==> config.mk <==
export PLATFORM = sky130hd
export DESIGN_NAME = scan_bank
export DESIGN_NICKNAME = d
export VERILOG_FILES = /design/src/rtl/scan_bank_pkg.sv /design/src/rtl/scan_bank_ctrl.sv /design/src/rtl/scan_bank_datapath.sv /design/src/rtl/scan_bank.sv
export SDC_FILE = /design/constraint.sdc
export NUM_CORES = 1
export LEC_CHECK = 0
export ABC_AREA = 1
export BUFFER_PORTS_ARGS = -buffer_cell sky130_fd_sc_hd__buf_2
export CAP_MARGIN = 30
export CELL_PAD_IN_SITES_DETAIL_PLACEMENT = 1
export CELL_PAD_IN_SITES_GLOBAL_PLACEMENT = 1
export CORE_ASPECT_RATIO = 1.25
export CORE_MARGIN = 3
export CORE_UTILIZATION = 28
export DETAILED_ROUTE_END_ITERATION = 12
export GPL_TIMING_DRIVEN = 0
export PLACE_DENSITY_LB_ADDON = 0.1
export SETUP_SLACK_MARGIN = 0.2
export SYNTH_ARGS = -nofsm -noshare
export SYNTH_HDL_FRONTEND = slang
export SYNTH_SLANG_ARGS = --single-unit
export TNS_END_PERCENT = 30
==> constraint.sdc <==
create_clock -name clk -period 1 [get_ports clk]
set_input_delay 0.05 -clock clk [delete_from_list [all_inputs] [get_ports clk]]
set_output_delay 0.05 -clock clk [all_outputs]
set_load 0.005 [all_outputs]
==> src/rtl/scan_bank_pkg.sv <==
package scan_bank_pkg;

  localparam int unsigned MaxChains = 16;
  localparam int unsigned LenBits   = 8;
  localparam int unsigned LensW     = MaxChains * LenBits;

  typedef struct packed {
    logic clear;     // synchronous clear of every cell
    logic capture;   // load the functional next-state bus
    logic shift;     // move each chain one place
    logic funcView;  // shared pins show functional outputs
  } scanStrobe_t;

  function automatic int unsigned chainLen(input logic [LensW-1:0] lens,
                                           input int unsigned c);
    return int'(lens[c*LenBits +: LenBits]);
  endfunction

  function automatic int unsigned chainBase(input logic [LensW-1:0] lens,
                                            input int unsigned c);
    int unsigned acc;
    acc = 0;
    for (int unsigned i = 0; i < c; i++) acc += chainLen(lens, i);
    return acc;
  endfunction

endpackage

==> src/rtl/scan_bank_ctrl.sv <==
module scan_bank_ctrl
  import scan_bank_pkg::*;
(
  input  logic        rst,
  input  logic        scanEnN,
  output scanStrobe_t strobe
);

  always_comb begin
    strobe.clear    = rst;
    strobe.capture  = !rst && scanEnN;
    strobe.shift    = !rst && !scanEnN;
    strobe.funcView = scanEnN;
  end

endmodule

==> src/rtl/scan_bank_datapath.sv <==
module scan_bank_datapath
  import scan_bank_pkg::*;
#(
  parameter int unsigned          NumChains  = 3,
  parameter logic [LensW-1:0]     ChainLens  = LensW'(24'h04_03_05),
  parameter int unsigned          StateWidth = 12
) (
  input  logic                  clk,
  input  scanStrobe_t           strobe,
  input  logic [StateWidth-1:0] nextState,
  input  logic [NumChains-1:0]  scanIn,
  input  logic [NumChains-1:0]  funcOut,
  output logic [StateWidth-1:0] presentState,
  output logic [NumChains-1:0]  sharedOut
);

  logic [StateWidth-1:0] cellQ;
  logic [NumChains-1:0]  chainTail;

  for (genvar c = 0; c < NumChains; c++) begin : g_chain
    localparam int unsigned Base = chainBase(ChainLens, c);
    localparam int unsigned Len  = chainLen(ChainLens, c);

    for (genvar p = 0; p < Len; p++) begin : g_cell
      localparam int unsigned Idx = Base + p;
      logic shiftSrc;
      logic cellD;

      if (p == 0) begin : g_head
        assign shiftSrc = scanIn[c];
      end else begin : g_body
        assign shiftSrc = cellQ[Idx-1];
      end

      // mux-D scan cell: serial leg in shift mode, functional leg otherwise
      assign cellD = strobe.shift ? shiftSrc : nextState[Idx];

      always_ff @(posedge clk) begin
        if (strobe.clear) begin
          cellQ[Idx] <= 1'b0;
        end else if (strobe.capture || strobe.shift) begin
          cellQ[Idx] <= cellD;
        end
      end
    end

    assign chainTail[c] = cellQ[Base+Len-1];
    // pin sharing: tail drives the functional output pin during shift
    assign sharedOut[c] = strobe.funcView ? funcOut[c] : chainTail[c];
  end

  assign presentState = cellQ;

endmodule

==> src/rtl/scan_bank.sv <==
module scan_bank
  import scan_bank_pkg::*;
#(
  parameter int unsigned                  NumChains  = 3,
  parameter logic [NumChains*LenBits-1:0] ChainLens  = 24'h04_03_05,
  localparam int unsigned                 StateWidth = chainBase(LensW'(ChainLens), NumChains)
) (
  input  logic                  clk,
  input  logic                  rst,
  input  logic                  scanEnN,
  input  logic [StateWidth-1:0] nextState,
  input  logic [NumChains-1:0]  scanIn,
  input  logic [NumChains-1:0]  funcOut,
  output logic [StateWidth-1:0] presentState,
  output logic [NumChains-1:0]  sharedOut
);

  scanStrobe_t strobe;

  scan_bank_ctrl ctrl_i (
    .rst     (rst),
    .scanEnN (scanEnN),
    .strobe  (strobe)
  );

  scan_bank_datapath #(
    .NumChains  (NumChains),
    .ChainLens  (LensW'(ChainLens)),
    .StateWidth (StateWidth)
  ) dp_i (
    .clk          (clk),
    .strobe       (strobe),
    .nextState    (nextState),
    .scanIn       (scanIn),
    .funcOut      (funcOut),
    .presentState (presentState),
    .sharedOut    (sharedOut)
  );

endmodule

==> impl_metrics.py, run 1 <==
metrics = {
    "run_status": {
        "status": "finished, violations left",
        "violations": "negative hold slack",
    },
    "place": {
        "gp_congestion": 0.648,
        "place.port_buffers": 35,
        "place_area_um2": 739,
        "hpwlAfterDp_um": 1110,
        "dp_cells": 125,
        "pre_cts_ws_ps": 227,
    },
    "power_and_ir_drop": {
        "leakagePower_nw": 0.449,
        "max-vdd-ir-drop_uv": 633,
        "power.density_mw_per_mm2": 1270,
        "p_total_mw": 1.10,
    },
    "synth": {
        "ys_warn_count": 0,
        "synth_edf_count": 0,
        "syn_area_um2": 541,
        "async_flop_share": 0,
        "synthFlopType": "dfxtp_1",
        "synthTopCellsByArea": "dfxtp_1 44%, buf_4 14%, nor2_1 12%, o21ai_0 11%, nor2_2 8.1%",
        "ys_types": 10,
        "synth_seq_cells": 12,
        "syn-num-nets": 92,
        "yosys-top-cells-count": "17 x nor2_1, 12 x dfxtp_1, 12 x o21ai_0",
        "syn_avg_cell_area_um2": 7.61,
        "synth-seq-area-share": 0.444,
        "synth_top_area_share": 0.444,
        "synth.most_common_cell": "nor2_1",
        "yosysTopAreaCell": "dfxtp_1",
        "synthCells": 71,
    },
    "sta": {
        "hold_viol_final": 1,
        "setup_ws_ps": 133,
        "setup_violations": 0,
        "tns_ps": 0,
        "finalClockSkew_ps": 5.15,
        "fin_crit_sh": 0.867,
        "slew_headroom": 0.863,
        "holdWs_ps": -0.135,
        "rsz0062_at_grt": "yes",
        "max_freq_mhz": 1150,
        "slew_viol_final": 0,
        "worst_pin_slew_ps": 203,
        "period_needed_ps": 867,
    },
    "cells_and_area": {
        "stdcell_area_um2": 867,
        "seqCellArea_um2": 255,
        "fillCellCount": 234,
        "area_growth_pct": 60.4,
        "drive_above_1_share": 0.642,
        "fin_nets": 132,
        "multi_input_area_um2": 201,
        "antenna_cells": 0,
        "layout.cells.non_filler": 128,
    },
    "global_route": {
        "grt_pass1_vias": 597,
        "grt_use_total": 0.152,
        "grt.overflow.total": 0,
        "antenna_found_initial": 0,
        "grt_pass1_wl_um": 2550,
        "grt_max_degree": 11,
    },
    "setup_path": {
        "critPathKind": "reg -> out",
        "end_kind": "primary output",
        "critPathMaxFanout": 2,
        "start_kind": "flop",
        "cp.arrival_ps": 820,
        "crit_required_ps": 950,
    },
    "clock_network": {
        "cts_made_buffers": 3,
        "clk_latency_ps": 280,
        "cts_tree": "yes",
        "clkTransAtPathRegs_ps": 80,
        "cts_setup_buffers": 0,
        "cts-root-buf": "clkbuf_4",
        "htreeDepth": 1,
        "cts.sinks": 12,
        "cts_max_path_buffers": 2,
    },
    "die": {
        "dieArea_mm2": 0.00250,
        "die_w_um": 45.3,
        "initial_core_util": 0.303,
        "fp.coreArea_mm2": 0.00179,
        "dieHeight_um": 55.1,
        "rows": 17,
        "ioPinCount": 36,
    },
    "worst_hold_path": {
        "hp-class": "in -> reg",
    },
    "job": {
        "cap_violations": 0,
    },
    "drt": {
        "drc": 0,
        "viasPerCell": 4.59,
        "vias": 588,
        "wl_per_cell_um": 12.8,
        "wl_um": 1640,
        "drtIter0Drc": 4,
        "drt_pass1_iterations": 4,
        "ant_nets": 0,
    },
}
==> what timing repair did <==
action / 4_1_cts / 5_1_grt
hold buffers: 0 / 0
hold endpoints to repair: 0 / 0
gates resized for setup: 30 / 0
cloned: 0 / 0
endpoints found under the setup margin: 12 / 12
==> layer usage <==
metal | vias up | track usage | share of wire | wire [um]
li1 | 290 | - | - | -
met1 | 263 | 0.162 | 0.39 | 631
met2 | 28 | 0.257 | 0.50 | 811
met3 | 7 | 0.0421 | 0.087 | 142
met4 | 0 | 0.102 | 0.032 | 53
met5 | - | 0 | 0 | 0
==> worst max-delay path, stage by stage, from the launching register on <==
cell	delay, ps
dfxtp_2	320
nand2_1	60
nand2_1	40
buf_2	120
==> final timing paths <==
path         depth (start not counted)  slack [ps]                                from                            endpoint
max                                  3         130                dp_i.presentState[4]                        sharedOut[0]
max reg2reg                          2         280  dp_i.g_chain[2].g_cell[3].shiftSrc               dp_i.presentState[11]
min reg2reg                          2         520  dp_i.g_chain[1].g_cell[1].shiftSrc  dp_i.g_chain[1].g_cell[2].shiftSrc
min                                  3        -0.1                        nextState[0]  dp_i.g_chain[0].g_cell[1].shiftSrc
==> through the flow <==
step | hold WS (ps) | util
global route | 14.5 | 0.485
global placement | 273 | 0.414
finish | -0.135 | 0.485
floorplan | 178 | -
CTS | 1.25 | 0.485
detailed placement | 282 | 0.414
==> power by group <==
part / internal [mW] / switching (mW)
clock network: 0.140 / 0.163
registers: 0.519 / 0.0212
logic: 0.159 / 0.102
==> cell type report <==
| class | count | area share |
|---|---|---|
| repair buffers | 35 | 0.267 |
| plain buffers | 12 | 0.144 |
| well taps | 19 | 0.0274 |
| flip-flops and latches | 12 | 0.294 |
| clock buffers | 3 | 0.0260 |
| multi-input cells | 45 | 0.232 |
| inverters | 2 | 0.00866 |
==> cells by family after synthesis <==
| family | after synthesis | share of synthesized area |
|---|---|---|
| compound gates | 12 | 0.111 |
| buf+inv | 14 | 0.183 |
| flops | 12 | 0.444 |
| simple gates | 33 | 0.262 |
==> sequential cells by signal, indices dropped and copies added, names as in the netlist <==
register	count
dp_i.g_chain.g_cell.shiftSrc	9
dp_i.presentState	3
==> cell usage in the layout, fill, tap and decap left out <==
master	count
inv_1	1
clkbuf_4	3
inv_2	1
buf_6	19
nand2_1	9
dfxtp_2	12
buf_4	1
nor2_1	17
buf_2	27
o21ai_0	12
nor2_2	7
Power figures use the tool's default switching activity.
==> run 2, diff against run 1 <==
HOLD_SLACK_MARGIN = 0.05   (was default)
==> run 2 against run 1 <==
Net effect:
- the run now ends clean
- routed wire length increased by 14%
- worst hold slack improved by 58 ps
- sequential power about the same
- final area increased by 17%
- global-route usage increased by 2.4 points
- sequential share of layout area decreased by 4.3 points
- clock skew increased by 5.0 ps
- fmax decreased by 0.65%
- critical path type unchanged
- largest cell class unchanged
- largest power group unchanged
==> impl_metrics.py, run 2 (same netlist as run 1, synthesis figures left out) <==
metrics = {
    "place": {
        "place.port_buffers": 35,
        "gp_congestion": 0.648,
        "pre_cts_ws_ps": 227,
        "hpwlAfterDp_um": 1110,
        "place_area_um2": 739,
        "dp_cells": 125,
    },
    "sta": {
        "worst_pin_slew_ps": 195,
        "slew_viol_final": 0,
        "holdWs_ps": 57.7,
        "finalClockSkew_ps": 10.2,
        "slew_headroom": 0.869,
        "period_needed_ps": 873,
        "max_freq_mhz": 1150,
        "rsz0062_at_grt": "yes",
        "fin_crit_sh": 0.873,
        "tns_ps": 0,
        "setup_ws_ps": 127,
        "hold_viol_final": 0,
        "setup_violations": 0,
    },
    "global_route": {
        "grt_pass1_wl_um": 2950,
        "grt_max_degree": 11,
        "top_usage_layer": "met2",
        "grt_pass1_vias": 675,
        "grt.overflow.total": 0,
        "antenna_found_initial": 0,
        "grt_util_met2": 0.325,
        "grtUsageMet3": 0.0485,
        "grt_use_total": 0.176,
        "met1_usage": 0.178,
    },
    "die": {
        "rows": 17,
        "dieArea_mm2": 0.00250,
        "ioPinCount": 36,
        "die_w_um": 45.3,
        "initial_core_util": 0.303,
        "dieHeight_um": 55.1,
        "fp.coreArea_mm2": 0.00179,
    },
    "setup_path": {
        "cp.arrival_ps": 820,
        "critPathTopFamily": "flip-flops",
        "reg2reg_to": "dp_i.g_chain[2].g_cell[3].shiftSrc",
        "critPathMaxFanout": 2,
        "cp_slowest_cell": "dfxtp_2",
        "reg2reg_depth": 2,
        "worstPathCellList": "nand2_1, nand2_1, buf_2",
        "r2r-start": "dp_i.g_chain[2].g_cell[2].shiftSrc",
        "end_kind": "primary output",
        "start_kind": "flop",
        "crit_required_ps": 950,
        "path_common_cell": "nand2_1",
        "path_buf_inv": 1,
        "critPathKind": "reg -> out",
        "cpPeakStageDelay_ps": 330,
        "regToRegSetupSlack_ps": 290,
    },
    "cells_and_area": {
        "layout_common_cells": "27 x buf_2, 19 x buf_6, 17 x nor2_1, 15 x dlygate4sd3_1",
        "area_growth_pct": 88.2,
        "largest_reg_flops": 9,
        "post-route-util": 0.569,
        "antenna_cells": 0,
        "stdcell_area_mm2": 0.00102,
        "layout_commonest_cell": "buf_2",
        "fillCellCount": 218,
        "fin_nets": 147,
        "drive_above_1_share": 0.565,
        "layout.cells.non_filler": 143,
    },
    "worst_hold_path": {
        "hp-class": "in -> reg",
        "hold_depth": 3,
        "min_from": "nextState[9]",
        "worstHoldEndpoint": "dp_i.g_chain[2].g_cell[2].shiftSrc",
    },
    "clock_network": {
        "cts_made_buffers": 3,
        "cts-root-buf": "clkbuf_4",
        "clkTransAtPathRegs_ps": 80,
        "cts_max_path_buffers": 2,
        "clk_latency_ps": 280,
        "cts_setup_buffers": 0,
        "cts_tree": "yes",
        "cts.sinks": 12,
        "htreeDepth": 1,
    },
    "drt": {
        "drc": 0,
        "drtIter0Drc": 1,
        "drt_pass1_iterations": 2,
        "wl_um": 1870,
        "wl_per_cell_um": 13.1,
        "viasPerCell": 4.46,
        "ant_nets": 0,
        "vias": 638,
    },
    "power_and_ir_drop": {
        "p_comb_frac": 0.267,
        "p_int_mw": 0.856,
        "power.density_mw_per_mm2": 1140,
        "p_total_mw": 1.15,
        "switching_share": 0.259,
        "pwr-share-seq": 0.468,
        "p_switching_mw": 0.299,
        "p_clk_frac": 0.266,
        "leakagePower_nw": 0.512,
        "max-vdd-ir-drop_uv": 570,
    },
    "run_status": {
        "status": "finished, final reports clean",
    },
    "job": {
        "cap_violations": 0,
    },
}
-- run 2: cell type report --
class / instances / area, um^2 / share of cell area
Buffer: 12 / 125 / 0.123
Clock buffer: 3 / 22.5 / 0.0221
Inverter: 2 / 7.51 / 0.00738
Multi-Input combinational cell: 45 / 201 / 0.198
Sequential cell: 12 / 255 / 0.251
Tap cell: 19 / 23.8 / 0.0234
Timing Repair Buffer: 50 / 382 / 0.375
-- run 2: power groups by stage --
stage | registers, mW | clock network [mW] | logic, mW
after detailed placement | 0.539 | 0 | 0.211
after global placement | 0.537 | 0 | 0.205
after global routing | 0.545 | 0.330 | 0.342
after floorplan | 0.536 | 0 | 0.110
final | 0.540 | 0.307 | 0.308
after CTS | 0.539 | 0.301 | 0.305
-- run 2: worst max path at each step --
| stage | startpoint | endpoint | slack (ps) | cells after the start |
|---|---|---|---|---|
| after floorplan | dp_i.g_chain[0].g_cell[1].shiftSrc | dp_i.g_chain[0].g_cell[2].shiftSrc | 420 | 2 |
| after global placement | scanEnN | sharedOut[2] | 230 | 6 |
| after detailed placement | scanEnN | sharedOut[0] | 230 | 6 |
| after CTS | dp_i.presentState[7] | sharedOut[1] | 140 | 3 |
| after global routing | dp_i.presentState[11] | sharedOut[2] | 70 | 3 |
| final | dp_i.presentState[11] | sharedOut[2] | 130 | 3 |
-- run 2: layer usage --
metal | up-vias | part of all wire
li1 | 322 | -
met1 | 285 | 0.37
met2 | 26 | 0.54
met3 | 5 | 0.061
met4 | 0 | 0.020
met5 | - | 0
-- run 2: worst reg2reg max path: stages (launching register included) --
cell,delay [ps]
dfxtp_2,330
o21ai_0,200
nor2_1,70
-- run 2: what timing repair did --
action,4_1_cts,5_1_grt
gates resized for setup,30,0
hold buffers,15,0
pin swaps,0,0
endpoints found under the hold margin,11,0
setup endpoints to repair,12,13
==> run 3, diff against run 2 <==
MAX_ROUTING_LAYER = met4   (was default)
==> run 3 against run 2 <==
Net effect:
- clock power barely moved
- critical path depth unchanged
- via count is 0.16% higher
- worst hold slack about the same
- critical endpoint unchanged
==> impl_metrics.py, run 3 (same netlist as run 1, synthesis figures left out) <==
metrics = {
    "place": {
        "dp_cells": 125,
        "place_area_um2": 739,
        "place.port_buffers": 35,
        "gp_congestion": 0.654,
        "hpwlAfterDp_um": 1110,
        "pre_cts_ws_ps": 227,
    },
    "die": {
        "fp.coreArea_mm2": 0.00179,
        "initial_core_util": 0.303,
        "dieHeight_um": 55.1,
        "die_w_um": 45.3,
        "ioPinCount": 36,
        "rows": 17,
        "dieArea_mm2": 0.00250,
    },
    "cells_and_area": {
        "layout_common_cells": "27 x buf_2, 19 x buf_6, 17 x nor2_1, 15 x dlygate4sd3_1",
        "largest_reg_flops": 9,
        "drive_above_1_share": 0.565,
        "post-route-util": 0.569,
        "stdcell_area_mm2": 0.00102,
        "fin_nets": 147,
        "antenna_cells": 0,
        "layout.cells.non_filler": 143,
        "area_growth_pct": 88.2,
        "layout_commonest_cell": "buf_2",
    },
    "global_route": {
        "grt_max_degree": 11,
        "grt_pass1_wl_um": 2950,
        "grt_use_total": 0.180,
        "antenna_found_initial": 0,
        "grt_pass1_vias": 676,
        "grt.overflow.total": 0,
    },
    "sta": {
        "setup_violations": 0,
        "period_needed_ps": 873,
        "fin_crit_sh": 0.873,
        "max_freq_mhz": 1150,
        "rsz0062_at_grt": "yes",
        "slew_viol_final": 0,
        "hold_viol_final": 0,
        "holdWs_ps": 58.0,
        "setup_ws_ps": 127,
        "worst_pin_slew_ps": 195,
        "finalClockSkew_ps": 10.2,
        "tns_ps": 0,
        "slew_headroom": 0.869,
    },
    "drt": {
        "wl_per_cell_um": 13.2,
        "viasPerCell": 4.47,
        "wl_um": 1880,
        "drtIter0Drc": 1,
        "drt_pass1_iterations": 2,
        "ant_nets": 0,
        "drc": 0,
        "vias": 639,
    },
    "power_and_ir_drop": {
        "p_comb_frac": 0.267,
        "p_total_mw": 1.15,
        "power.density_mw_per_mm2": 1140,
        "max-vdd-ir-drop_uv": 570,
        "p_clk_frac": 0.266,
        "switching_share": 0.259,
        "pwr-share-seq": 0.468,
        "leakagePower_nw": 0.512,
        "p_switching_mw": 0.299,
        "p_int_mw": 0.856,
    },
    "setup_path": {
        "start_kind": "flop",
        "path_common_cell": "nand2_1",
        "cpPeakStageDelay_ps": 330,
        "cp.arrival_ps": 820,
        "critPathMaxFanout": 2,
        "crit_required_ps": 950,
        "reg2reg_depth": 2,
        "end_kind": "primary output",
        "critPathKind": "reg -> out",
        "worstPathCellList": "nand2_1, nand2_1, buf_2",
        "cp_slowest_cell": "dfxtp_2",
    },
    "clock_network": {
        "cts-root-buf": "clkbuf_4",
        "htreeDepth": 1,
        "clkTransAtPathRegs_ps": 80,
        "cts_tree": "yes",
        "clk_latency_ps": 280,
        "cts_max_path_buffers": 2,
        "cts.sinks": 12,
        "cts_made_buffers": 3,
    },
    "worst_hold_path": {
        "hp-class": "in -> reg",
        "hold_depth": 3,
    },
    "run_status": {
        "status": "finished, final reports clean",
    },
    "job": {
        "cap_violations": 0,
    },
}
## run 3: cell counts in the layout (fill, tap and decap cells not counted)
No cell type changed its count.
## run 3: repair_timing
item                                    4_1_cts  5_1_grt
resized for setup                            30        0
hold buffers                                 15        0
hold endpoints to repair                     11        0
endpoints found under the setup margin       12       13
buffers inserted                              0        0
## run 3: power by group through the flow
| stage | clock network [mW] | registers [mW] | logic, mW |
|---|---|---|---|
| 3_5_place_dp | 0 | 0.539 | 0.211 |
| 6_report | 0.307 | 0.540 | 0.308 |
| 5_1_grt | 0.330 | 0.545 | 0.342 |
| 2_1_floorplan | 0 | 0.536 | 0.110 |
| 4_1_cts | 0.301 | 0.539 | 0.305 |
| 3_3_place_gp | 0 | 0.537 | 0.205 |
## run 3: final cells by class
| type | count | area, um^2 |
|---|---|---|
| inverters | 2 | 7.51 |
| repair buffers | 50 | 382 |
| clock buffers | 3 | 22.5 |
| flip-flops and latches | 12 | 255 |
| fillers | 218 | 769 |
| multi-input cells | 45 | 201 |
| plain buffers | 12 | 125 |
| well taps | 19 | 23.8 |
## run 3: worst paths after layout
check / startpoint / to / slack, ps
worst max-delay path: dp_i.presentState[11] / sharedOut[2] / 130
worst max register to register: dp_i.g_chain[2].g_cell[2].shiftSrc / dp_i.g_chain[2].g_cell[3].shiftSrc / 290
worst min-delay path: nextState[9] / dp_i.g_chain[2].g_cell[2].shiftSrc / 60
worst min register to register: dp_i.g_chain[1].g_cell[1].shiftSrc / dp_i.g_chain[1].g_cell[2].shiftSrc / 520
## run 3: critical path, delay by kind of cell (launching register included)
kind	cells	cell delay (ps)
simple gates	2	100
buf+inv	1	110
flops	1	330
## run 3: layer usage
metal / wire, um / vias up / part of all wire / GRT usage
met3: 114 / 5 / 0.061 / 0.0485
met1: 701 / 285 / 0.37 / 0.178
met2: 1030 / 26 / 0.55 / 0.323
met4: 38 / 0 / 0.020 / 0.0878
li1: - / 323 / - / -
met5: 0 / - / 0 / -
